`config.mk`:
```
export PLATFORM = sky130hd
export DESIGN_NAME = data_watch_unit
export DESIGN_NICKNAME = d
export VERILOG_FILES = /design/src/rtl/watch_pkg.sv /design/src/rtl/watch_cfg_regs.sv /design/src/rtl/watch_addr_match.sv /design/src/rtl/watch_lane_match.sv /design/src/rtl/data_watch_unit.sv
export SDC_FILE = /design/constraint.sdc
export NUM_CORES = 1
export LEC_CHECK = 0
export ABC_AREA = 1
export BUFFER_PORTS_ARGS = -buffer_cell sky130_fd_sc_hd__buf_2
export CORE_UTILIZATION = 63
export DETAILED_ROUTE_END_ITERATION = 12
export GPL_ROUTABILITY_DRIVEN = 0
export PLACE_DENSITY = 0.84
export SLEW_MARGIN = 20
export SYNTH_ARGS = -nofsm -noshare
export SYNTH_HDL_FRONTEND = slang
export SYNTH_SLANG_ARGS = --single-unit
```
`constraint.sdc`:
```
create_clock -name clk -period 13 [get_ports clk]
set_input_delay 2.6 -clock clk [delete_from_list [all_inputs] [get_ports clk]]
set_output_delay 2.6 -clock clk [all_outputs]
set_load 0.02 [all_outputs]
```
`src/rtl/watch_pkg.sv`:
```
package watch_pkg;
  typedef enum logic [1:0] {
    MODE_EXACT  = 2'b00,
    MODE_INSIDE = 2'b01,
    MODE_OUTSIDE = 2'b10,
    MODE_EXACT2 = 2'b11
  } watch_mode_e;

  localparam int SEL_ADDR_A = 0;
  localparam int SEL_ADDR_B = 1;
  localparam int SEL_VAL_A  = 2;
  localparam int SEL_VAL_B  = 3;
  localparam int SEL_CTRL   = 4;

  localparam int CTRL_EN_LSB   = 0;
  localparam int CTRL_MODE_LSB = 4;
  localparam int CTRL_MASK_LSB = 8;
endpackage

```
`src/rtl/watch_cfg_regs.sv`:
```
module watch_cfg_regs
  import watch_pkg::*;
#(
  parameter int ADDR_W = 32,
  parameter int DATA_W = 32,
  localparam int LANES = DATA_W / 8,
  localparam int CFG_W = (ADDR_W > DATA_W) ? ADDR_W : DATA_W
) (
  input  logic              clk,
  input  logic              rst_n,
  input  logic              cfg_we,
  input  logic [2:0]        cfg_sel,
  input  logic [CFG_W-1:0]  cfg_wdata,
  output logic [ADDR_W-1:0] addr_a,
  output logic [ADDR_W-1:0] addr_b,
  output logic [DATA_W-1:0] val_a,
  output logic [DATA_W-1:0] val_b,
  output logic [3:0]        type_en,
  output watch_mode_e       mode,
  output logic [LANES-1:0]  mask_a,
  output logic [LANES-1:0]  mask_b
);
  logic [ADDR_W-1:0] addr_a_d, addr_b_d;
  logic [DATA_W-1:0] val_a_d, val_b_d;
  logic [3:0]        type_en_d;
  watch_mode_e       mode_d;
  logic [LANES-1:0]  mask_a_d, mask_b_d;

  always_comb begin
    addr_a_d  = addr_a;
    addr_b_d  = addr_b;
    val_a_d   = val_a;
    val_b_d   = val_b;
    type_en_d = type_en;
    mode_d    = mode;
    mask_a_d  = mask_a;
    mask_b_d  = mask_b;
    if (cfg_we) begin
      case (int'(cfg_sel))
        SEL_ADDR_A: addr_a_d = cfg_wdata[ADDR_W-1:0];
        SEL_ADDR_B: addr_b_d = cfg_wdata[ADDR_W-1:0];
        SEL_VAL_A:  val_a_d  = cfg_wdata[DATA_W-1:0];
        SEL_VAL_B:  val_b_d  = cfg_wdata[DATA_W-1:0];
        SEL_CTRL: begin
          type_en_d = cfg_wdata[CTRL_EN_LSB +: 4];
          mode_d    = watch_mode_e'(cfg_wdata[CTRL_MODE_LSB +: 2]);
          mask_a_d  = cfg_wdata[CTRL_MASK_LSB +: LANES];
          mask_b_d  = cfg_wdata[CTRL_MASK_LSB + LANES +: LANES];
        end
        default: ;
      endcase
    end
  end

  always_ff @(posedge clk or negedge rst_n) begin
    if (!rst_n) begin
      addr_a  <= '0;
      addr_b  <= '0;
      val_a   <= '0;
      val_b   <= '0;
      type_en <= '0;
      mode    <= MODE_EXACT;
      mask_a  <= '0;
      mask_b  <= '0;
    end else if (cfg_we) begin
      addr_a  <= addr_a_d;
      addr_b  <= addr_b_d;
      val_a   <= val_a_d;
      val_b   <= val_b_d;
      type_en <= type_en_d;
      mode    <= mode_d;
      mask_a  <= mask_a_d;
      mask_b  <= mask_b_d;
    end
  end


  cfg_hold_chk: assert property (@(posedge clk) disable iff (!rst_n)
    !cfg_we |=> ($stable(addr_a) && $stable(addr_b) && $stable(val_a) &&
                 $stable(val_b) && $stable(type_en) && $stable(mask_a) && $stable(mask_b)));
endmodule

```
`src/rtl/watch_addr_match.sv`:
```
module watch_addr_match
  import watch_pkg::*;
#(
  parameter int ADDR_W = 32
) (
  input  logic              clk,
  input  logic              rst_n,
  input  watch_mode_e       mode,
  input  logic [3:0]        type_en,
  input  logic [ADDR_W-1:0] addr_a,
  input  logic [ADDR_W-1:0] addr_b,
  input  logic              acc_valid,
  input  logic              acc_write,
  input  logic [ADDR_W-1:0] acc_addr,
  output logic [1:0]        hit
);
  logic ok_a, ok_b;
  logic in_window;

  always_comb begin
    ok_a      = acc_valid && (acc_write ? type_en[1] : type_en[0]);
    ok_b      = acc_valid && (acc_write ? type_en[3] : type_en[2]);
    in_window = (acc_addr >= addr_a) && (acc_addr < addr_b);
    case (mode)
      MODE_INSIDE:  hit = {1'b0, ok_a && in_window};
      MODE_OUTSIDE: hit = {1'b0, ok_a && !in_window};
      default:      hit = {ok_b && (acc_addr == addr_b), ok_a && (acc_addr == addr_a)};
    endcase
  end


  hit_needs_valid_chk: assert property (@(posedge clk) disable iff (!rst_n)
    (hit != 2'b00) |-> acc_valid);

  window_one_bit_chk: assert property (@(posedge clk) disable iff (!rst_n)
    (mode == MODE_INSIDE || mode == MODE_OUTSIDE) |-> !hit[1]);

  store_gate_a_chk: assert property (@(posedge clk) disable iff (!rst_n)
    (hit[0] && acc_write) |-> type_en[1]);

  load_gate_b_chk: assert property (@(posedge clk) disable iff (!rst_n)
    (hit[1] && !acc_write) |-> type_en[2]);
endmodule

```
`src/rtl/watch_lane_match.sv`:
```
module watch_lane_match #(
  parameter int DATA_W = 32,
  localparam int LANES = DATA_W / 8
) (
  input  logic              clk,
  input  logic              rst_n,
  input  logic [DATA_W-1:0] ref_val,
  input  logic [LANES-1:0]  mask,
  input  logic [LANES-1:0]  touched,
  input  logic [DATA_W-1:0] acc_data,
  output logic              match
);
  logic [LANES-1:0] lane_eq;
  logic [LANES-1:0] active;

  for (genvar l = 0; l < LANES; l++) begin : g_lane
    assign lane_eq[l] = (acc_data[8*l +: 8] == ref_val[8*l +: 8]);
  end

  always_comb begin
    active = mask & touched;
    match  = (active != '0) && ((lane_eq & active) == active);
  end


  match_needs_mask_chk: assert property (@(posedge clk) disable iff (!rst_n)
    match |-> (mask != '0));

  match_needs_touch_chk: assert property (@(posedge clk) disable iff (!rst_n)
    match |-> ((mask & touched) != '0));
endmodule

```
`src/rtl/data_watch_unit.sv`:
```
module data_watch_unit
  import watch_pkg::*;
#(
  parameter int ADDR_W = 32,
  parameter int DATA_W = 32,
  localparam int LANES = DATA_W / 8,
  localparam int LANE_AW = $clog2(LANES),
  localparam int SZ_W = $clog2(LANE_AW + 1),
  localparam int CFG_W = (ADDR_W > DATA_W) ? ADDR_W : DATA_W
) (
  input  logic              clk,
  input  logic              rst_n,
  input  logic              cfg_we,
  input  logic [2:0]        cfg_sel,
  input  logic [CFG_W-1:0]  cfg_wdata,
  input  logic              acc_valid,
  input  logic              acc_write,
  input  logic [SZ_W-1:0]   acc_size,
  input  logic [ADDR_W-1:0] acc_addr,
  input  logic [DATA_W-1:0] acc_data,
  output logic [1:0]        addr_hit,
  output logic [1:0]        value_hit,
  output logic              watch_event
);
  logic rst_meta, rst_sync_n;
  logic [ADDR_W-1:0] addr_a, addr_b;
  logic [DATA_W-1:0] val_a, val_b;
  logic [3:0]        type_en;
  watch_mode_e       mode;
  logic [LANES-1:0]  mask_a, mask_b;
  logic [LANES-1:0]  touched;
  logic [1:0]        lane_ok;
  logic [1:0]        qual_off;
  logic              window;

  always_ff @(posedge clk or negedge rst_n) begin
    if (!rst_n) begin
      rst_meta   <= 1'b0;
      rst_sync_n <= 1'b0;
    end else begin
      rst_meta   <= 1'b1;
      rst_sync_n <= rst_meta;
    end
  end

  watch_cfg_regs #(.ADDR_W(ADDR_W), .DATA_W(DATA_W)) cfg_i (
    .clk(clk), .rst_n(rst_sync_n), .cfg_we(cfg_we), .cfg_sel(cfg_sel),
    .cfg_wdata(cfg_wdata), .addr_a(addr_a), .addr_b(addr_b), .val_a(val_a),
    .val_b(val_b), .type_en(type_en), .mode(mode), .mask_a(mask_a), .mask_b(mask_b)
  );

  watch_addr_match #(.ADDR_W(ADDR_W)) addr_i (
    .clk(clk), .rst_n(rst_sync_n), .mode(mode), .type_en(type_en),
    .addr_a(addr_a), .addr_b(addr_b), .acc_valid(acc_valid),
    .acc_write(acc_write), .acc_addr(acc_addr), .hit(addr_hit)
  );

  for (genvar l = 0; l < LANES; l++) begin : g_touch
    assign touched[l] = ((LANE_AW'(l) >> acc_size) == (acc_addr[LANE_AW-1:0] >> acc_size));
  end

  for (genvar v = 0; v < 2; v++) begin : g_val
    watch_lane_match #(.DATA_W(DATA_W)) lane_i (
      .clk(clk), .rst_n(rst_sync_n),
      .ref_val(v == 0 ? val_a : val_b),
      .mask(v == 0 ? mask_a : mask_b),
      .touched(touched), .acc_data(acc_data), .match(lane_ok[v])
    );
  end

  always_comb begin
    window   = (mode == MODE_INSIDE) || (mode == MODE_OUTSIDE);
    qual_off = {mask_b == '0, mask_a == '0};
    if (window) begin
      value_hit   = {2{addr_hit[0]}} & lane_ok;
      watch_event = addr_hit[0] && ((&qual_off) || (|value_hit));
    end else begin
      value_hit   = addr_hit & lane_ok;
      watch_event = |(addr_hit & (qual_off | value_hit));
    end
  end


  value_needs_addr_chk: assert property (@(posedge clk) disable iff (!rst_sync_n)
    (value_hit != 2'b00) |-> (addr_hit != 2'b00));

  event_needs_addr_chk: assert property (@(posedge clk) disable iff (!rst_sync_n)
    watch_event |-> (addr_hit != 2'b00));

  idle_quiet_chk: assert property (@(posedge clk) disable iff (!rst_sync_n)
    !acc_valid |-> (!watch_event && value_hit == 2'b00));
endmodule

```
==> reports/summary.txt, run 1 <==
worst path required time - 10.40 ns
Wirelength per Cell - 14.5 µm
worst path bufs/invs - 2
CTS root buf - clkbuf_16
Clock Tree Buf Depth - 2
Syn. warnings - 0
Core Region - 12200 µm²
Final Cycle Share - 54.9%
initial core utilization - 65.6%
share of cells above drive strength 1 - 15.1%
critical path class - in -> out
tightest hold margin - 0.263 ns
Crit. End Element - primary output
Syn Inst Count - 984
critical path's slowest cell - ha_1
cell accounting for the most synthesized area - dfrtp_1
hold_buf cts - 0
RSZ-0062 raised after global routing - no
chip width - 115 µm
Remaining DRCs - 0
Synth Net Count - 1156
via count - 6724
I/O pin cnt - 111
GR Util All Layers - 30.8%
Post-CTS Repair Setup Buffers - 0
Max Cap Viol - 0
Final Skew - 0.00547 ns
minimum clock period - 7.14 ns
crit start category - input port
Netlist cell types - 26
Post-CTS Resized - 0
Die Y - 115 µm
dpl hpwl - 12800 µm
largest net degree at the start of global routing - 86
crit-path max FO - 4
Worst VDD drop - 0.100 mV
synth top area cells - dfrtp_1 45%, nand2_1 12%, ha_1 10%, o21ai_0 9.2%, inv_1 6.5%
worst hold path class - reg -> async
most frequent cells in the layout - 258 x nand2_1, 147 x o21ai_0, 143 x dfrtp_1
Finished Cell Area - 9340 µm²
initial antenna violation count - 0
TritonCTS clock tree - yes
Final Max Tran Viols - 0
crit-path cells - buf_2, ha_1, a21oi_1, o21ai_0, a21oi_1, nand2_1, nor2_1, nand2_2, nand2_1, nand2_1, nand3_2, nand3_1, nand2_1, nand2_1, nand2_1, buf_2
grt total ovfl - 0
TNS Setup - 0 ns
Iter 0 DRT Violations - 375
f_max - 140 MHz
area grow syn2layout - 16.5%
dpl cell area - 8710 µm²
first-pass GRT wire length - 30900 µm
Final nets - 1261
Hold Vio Cnt, Final - 0
CP max stage delay - 0.32 ns
die area - 13200 µm²
commonest non-fill, non-tap cell in the layout - nand2_1
H-tree depth - 4
Num CTS Buffers - 17
worst skew pair latency - 0.43 ns
outcome - finished clean
dpl cells - 1237
antenna-violating nets left - 0
synthesized cell area - 8020 µm²
power density cells - 148 nW/µm²
post-synth top area share - 45.0%
DRT Pass-1 Iters - 5
crit path DAT - 4.54 ns
Final setup viols - 0
# rows - 40
Worst path most repeated cell - nand2_1
Avg Vias per Cell - 5.29
Seq cells post-synth - 144
Seq/Total Area, Yosys - 45.0%
total power - 1.39 mW
P_leak - 5.03 nW
Least-Margin Pin Slew - 1.00 ns
final std cells w/o fill - 1270
Ant. Diodes - 0
crit-path leading delay family - simple AND/OR/NAND/NOR gates
Detailed Route WL - 18500 µm
IO Port Bufs - 110
Worst slew margin - 33.2%
synthesized area per cell - 8.15 µm²
vias in the first global route - 6583
clock slew seen by the registers of the worst setup and hold paths - 0.06 ns
clk sinks - 144
# fillers - 911
-- routing by layer --
layer  part of all wire [%]  GRT usage, %
met1                     44          38.6
met2                     49          52.5
met3                    4.0          5.75
met4                    2.8          13.5
met5                      0             0
-- flip-flops by register name, summed over array words and instances, names as in the netlist --
register and count:
cfg_i.addr_a 32, cfg_i.addr_b 32, rst_meta 1, cfg_i.mask_a 4
cfg_i.val_b 32, cfg_i.val_a 32, cfg_i.type_en 4, cfg_i.mask_b 4
cfg_i.mode 2, rst_sync_n 1
-- synth_stat cells --
cell type and number:
nand3_1 17, o21ai_0 147, o21ai_1 1, nor3_1 5, a21o_1 4, nor4b_2 1
nand3_2 1, nor2_4 2, nor2_1 52, conb_1 1, nand2_2 7, xor2_1 42
inv_1 138, inv_2 1, nand2_1 260, or2_1 1, clkbuf_1 26, a21oi_1 28
ha_1 66, dfrtp_1 144, nor4_1 2, xnor2_1 20, or2_2 2, o211ai_2 1
nor2_2 4, nand4_1 11
-- power by group --
group | internal [mW] | switching [mW]
logic | 0.134 | 0.184
clock network | 0.296 | 0.186
registers | 0.532 | 0.0557
total | 0.962 | 0.426
-- final timing paths --
check / start / to / slack, ns / cells past startpoint
max: acc_addr[29] / watch_event / 5.86 / 16
min: rst_sync_n / cfg_i.val_a[7] / 0.26 / 0
max reg2reg: rst_sync_n / cfg_i.val_a[19] / 11.66 / 1
min reg2reg: rst_sync_n / cfg_i.val_a[7] / 0.26 / 0
max in group asynchronous: rst_n / rst_sync_n / 10.95 / 1
min in group clk: rst_meta / rst_sync_n / 0.35 / 0
-- cell type report --
| cell class | instances | area (µm²) | area share (%) |
|---|---|---|---|
| inverter | 139 | 522 | 5.58 |
| tap | 168 | 210 | 2.25 |
| clock inverter | 10 | 110 | 1.18 |
| multi-input combinational | 675 | 3830 | 41.0 |
| timing repair buffer | 112 | 586 | 6.27 |
| clock buffer | 22 | 474 | 5.08 |
| sequential | 144 | 3610 | 38.6 |
-- metrics by stage --
stage | worst slack (ns) | utilization [%]
5_1_grt | 5.66 | 76.5
4_1_cts | 5.88 | 76.1
2_1_floorplan | 6.16 | -
6_report | 5.86 | 76.5
3_5_place_dp | 5.90 | 71.3
3_3_place_gp | 5.95 | 71.3
-- cell families (layout without fill, tap and decap cells) --
group	after synthesis	after routing	share of synthesized area, %
compound gates	181	181	11.5
xor+xnor	62	62	6.77
fa+ha+maj	66	66	10.3
buf+inv	165	283	7.73
flops	144	144	45.0
other cells	1	1	0.0468
simple gates	365	365	18.7
No activity file was read; power rests on OpenSTA's default activity.
==> run 2, diff against run 1 <==
Settings changed: CORE_UTILIZATION 63 to 53, PLACE_DENSITY 0.84 to 0.75.
Clock period 13 ns to 6.2 ns, I/O delays scaled along.
==> run 2 against run 1 <==
  * The flow now finishes with violations (design-rule violations)
  * Sequential power rose by 110%
  * Largest cell class unchanged
  * Sequential cell count is the same
  * Non-clock buffer count decreased by 1
  * Sequential share of layout area shrank 0.067 points
  * Final cell count grew 1.2%
  * Via count decreased by 3.7%
==> reports/summary.txt, run 2 (synthesis results as in run 1) <==
Final Skew - 0.00680 ns
outcome - finished, violations left
Die Y - 125 µm
Iter 0 DRT Violations - 408
Final Cycle Share - 70.7%
commonest non-fill, non-tap cell in the layout - nand2_1
dpl hpwl - 12700 µm
failing checks - design-rule violations
Core Region - 14600 µm²
Wirelength per Cell - 13.6 µm
Crit. End Element - primary output
Avg Vias per Cell - 5.04
worst path required time - 4.96 ns
# fillers - 1274
minimum clock period - 4.38 ns
TritonCTS clock tree - yes
initial core utilization - 54.7%
power density cells - 312 nW/µm²
vias in the first global route - 6249
RSZ-0062 raised after global routing - no
Finished Core Util - 63.9%
P_leak - 5.04 nW
chip width - 125 µm
Ant. Diodes - 0
Detailed Route WL - 17500 µm
share of cells above drive strength 1 - 15.0%
largest net degree at the start of global routing - 73
critical path class - in -> out
worst skew pair latency - 0.42 ns
crit start category - input port
area grow syn2layout - 16.7%
TNS Setup - 0 ns
H-tree depth - 4
crit path DAT - 3.14 ns
Hold Vio Cnt, Final - 0
IO Port Bufs - 110
Final Max Tran Viols - 0
CTS root buf - clkbuf_16
I/O pin cnt - 111
DRT Pass-1 Iters - 9
grt total ovfl - 0
Post-CTS Resized - 0
via count - 6473
# rows - 44
Worst slew margin - 38.7%
f_max - 228 MHz
Max Cap Viol - 0
Final setup viols - 0
clk sinks - 144
Least-Margin Pin Slew - 0.917 ns
worst hold path class - reg -> reg
hold_buf cts - 0
clock slew seen by the registers of the worst setup and hold paths - 0.05 ns
Remaining DRCs - 12
Post-CTS Repair Setup Buffers - 0
antenna-violating nets left - 0
crit-path max FO - 4
initial antenna violation count - 0
first-pass GRT wire length - 30100 µm
Final nets - 1260
most frequent cells in the layout - 258 x nand2_1, 147 x o21ai_0, 143 x dfrtp_1
die area - 15600 µm²
Clock Tree Buf Depth - 2
GR Util All Layers - 24.6%
Num CTS Buffers - 17
Worst VDD drop - 0.216 mV
-- run 2: critical path, cell delays in order --
cell and delay, ns:
buf_2 0.12, ha_1 0.32, a21oi_1 0.16, o21ai_0 0.14, a21oi_1 0.23, nand2_1 0.08
nor2_1 0.12, nand2_2 0.07, nand2_1 0.06, nand2_1 0.05, nand3_2 0.10, nand3_1 0.08
nand2_1 0.08, nand2_1 0.04, nand2_1 0.09, buf_2 0.16
-- run 2: through the flow --
step           cells  cell area [µm²]  total power [mW]  setup slack (ns)  hold slack [ns]
6_report        1285             9360              2.92              1.82            0.355
3_3_place_gp    1253             8730              1.86              1.90            0.338
2_1_floorplan    984             8020              1.70              1.89            0.331
5_1_grt         1285             9360              3.13              1.59            0.366
3_5_place_dp    1253             8730              1.89              1.84            0.346
4_1_cts         1285             9330              2.94              1.83            0.359
-- run 2: area by class of cell --
type | instances | area, µm² | area share, %
multi-input cells | 675 | 3830 | 41.0
repair buffers | 111 | 558 | 5.96
clock buffers | 22 | 474 | 5.07
flip-flops and latches | 144 | 3610 | 38.5
clock inverters | 10 | 134 | 1.43
well taps | 184 | 230 | 2.46
inverters | 139 | 522 | 5.57
-- run 2: routing by layer --
layer / vias to the layer above / GRT usage, % / share of wire, % / routed length [µm]
li1: 3329 / - / - / -
met1: 3015 / 33.1 / 47 / 8300
met2: 114 / 40.7 / 48 / 8380
met3: 15 / 4.96 / 3.8 / 666
met4: 0 / 6.53 / 1.0 / 182
met5: - / 0 / 0 / 0
-- run 2: path summary, 6_finish.rpt --
kind	start	end	slack (ns)	cells after the start
setup / recovery	acc_addr[31]	watch_event	1.82	16
hold / removal	rst_meta	rst_sync_n	0.36	0
setup reg to reg	rst_sync_n	cfg_i.val_b[16]	4.30	1
hold reg to reg	rst_meta	rst_sync_n	0.36	0
max in group asynchronous	rst_sync_n	cfg_i.val_b[16]	4.30	1
min in group asynchronous	rst_sync_n	cfg_i.val_a[7]	0.47	0
-- run 2: report_power, final --
| group | internal, mW | leakage, nW | switching, mW |
|---|---|---|---|
| clock | 0.662 | 0.296 | 0.386 |
| sequential | 1.12 | 1.81 | 0.117 |
| combinational | 0.277 | 2.93 | 0.362 |
| total | 2.05 | 5.04 | 0.866 |
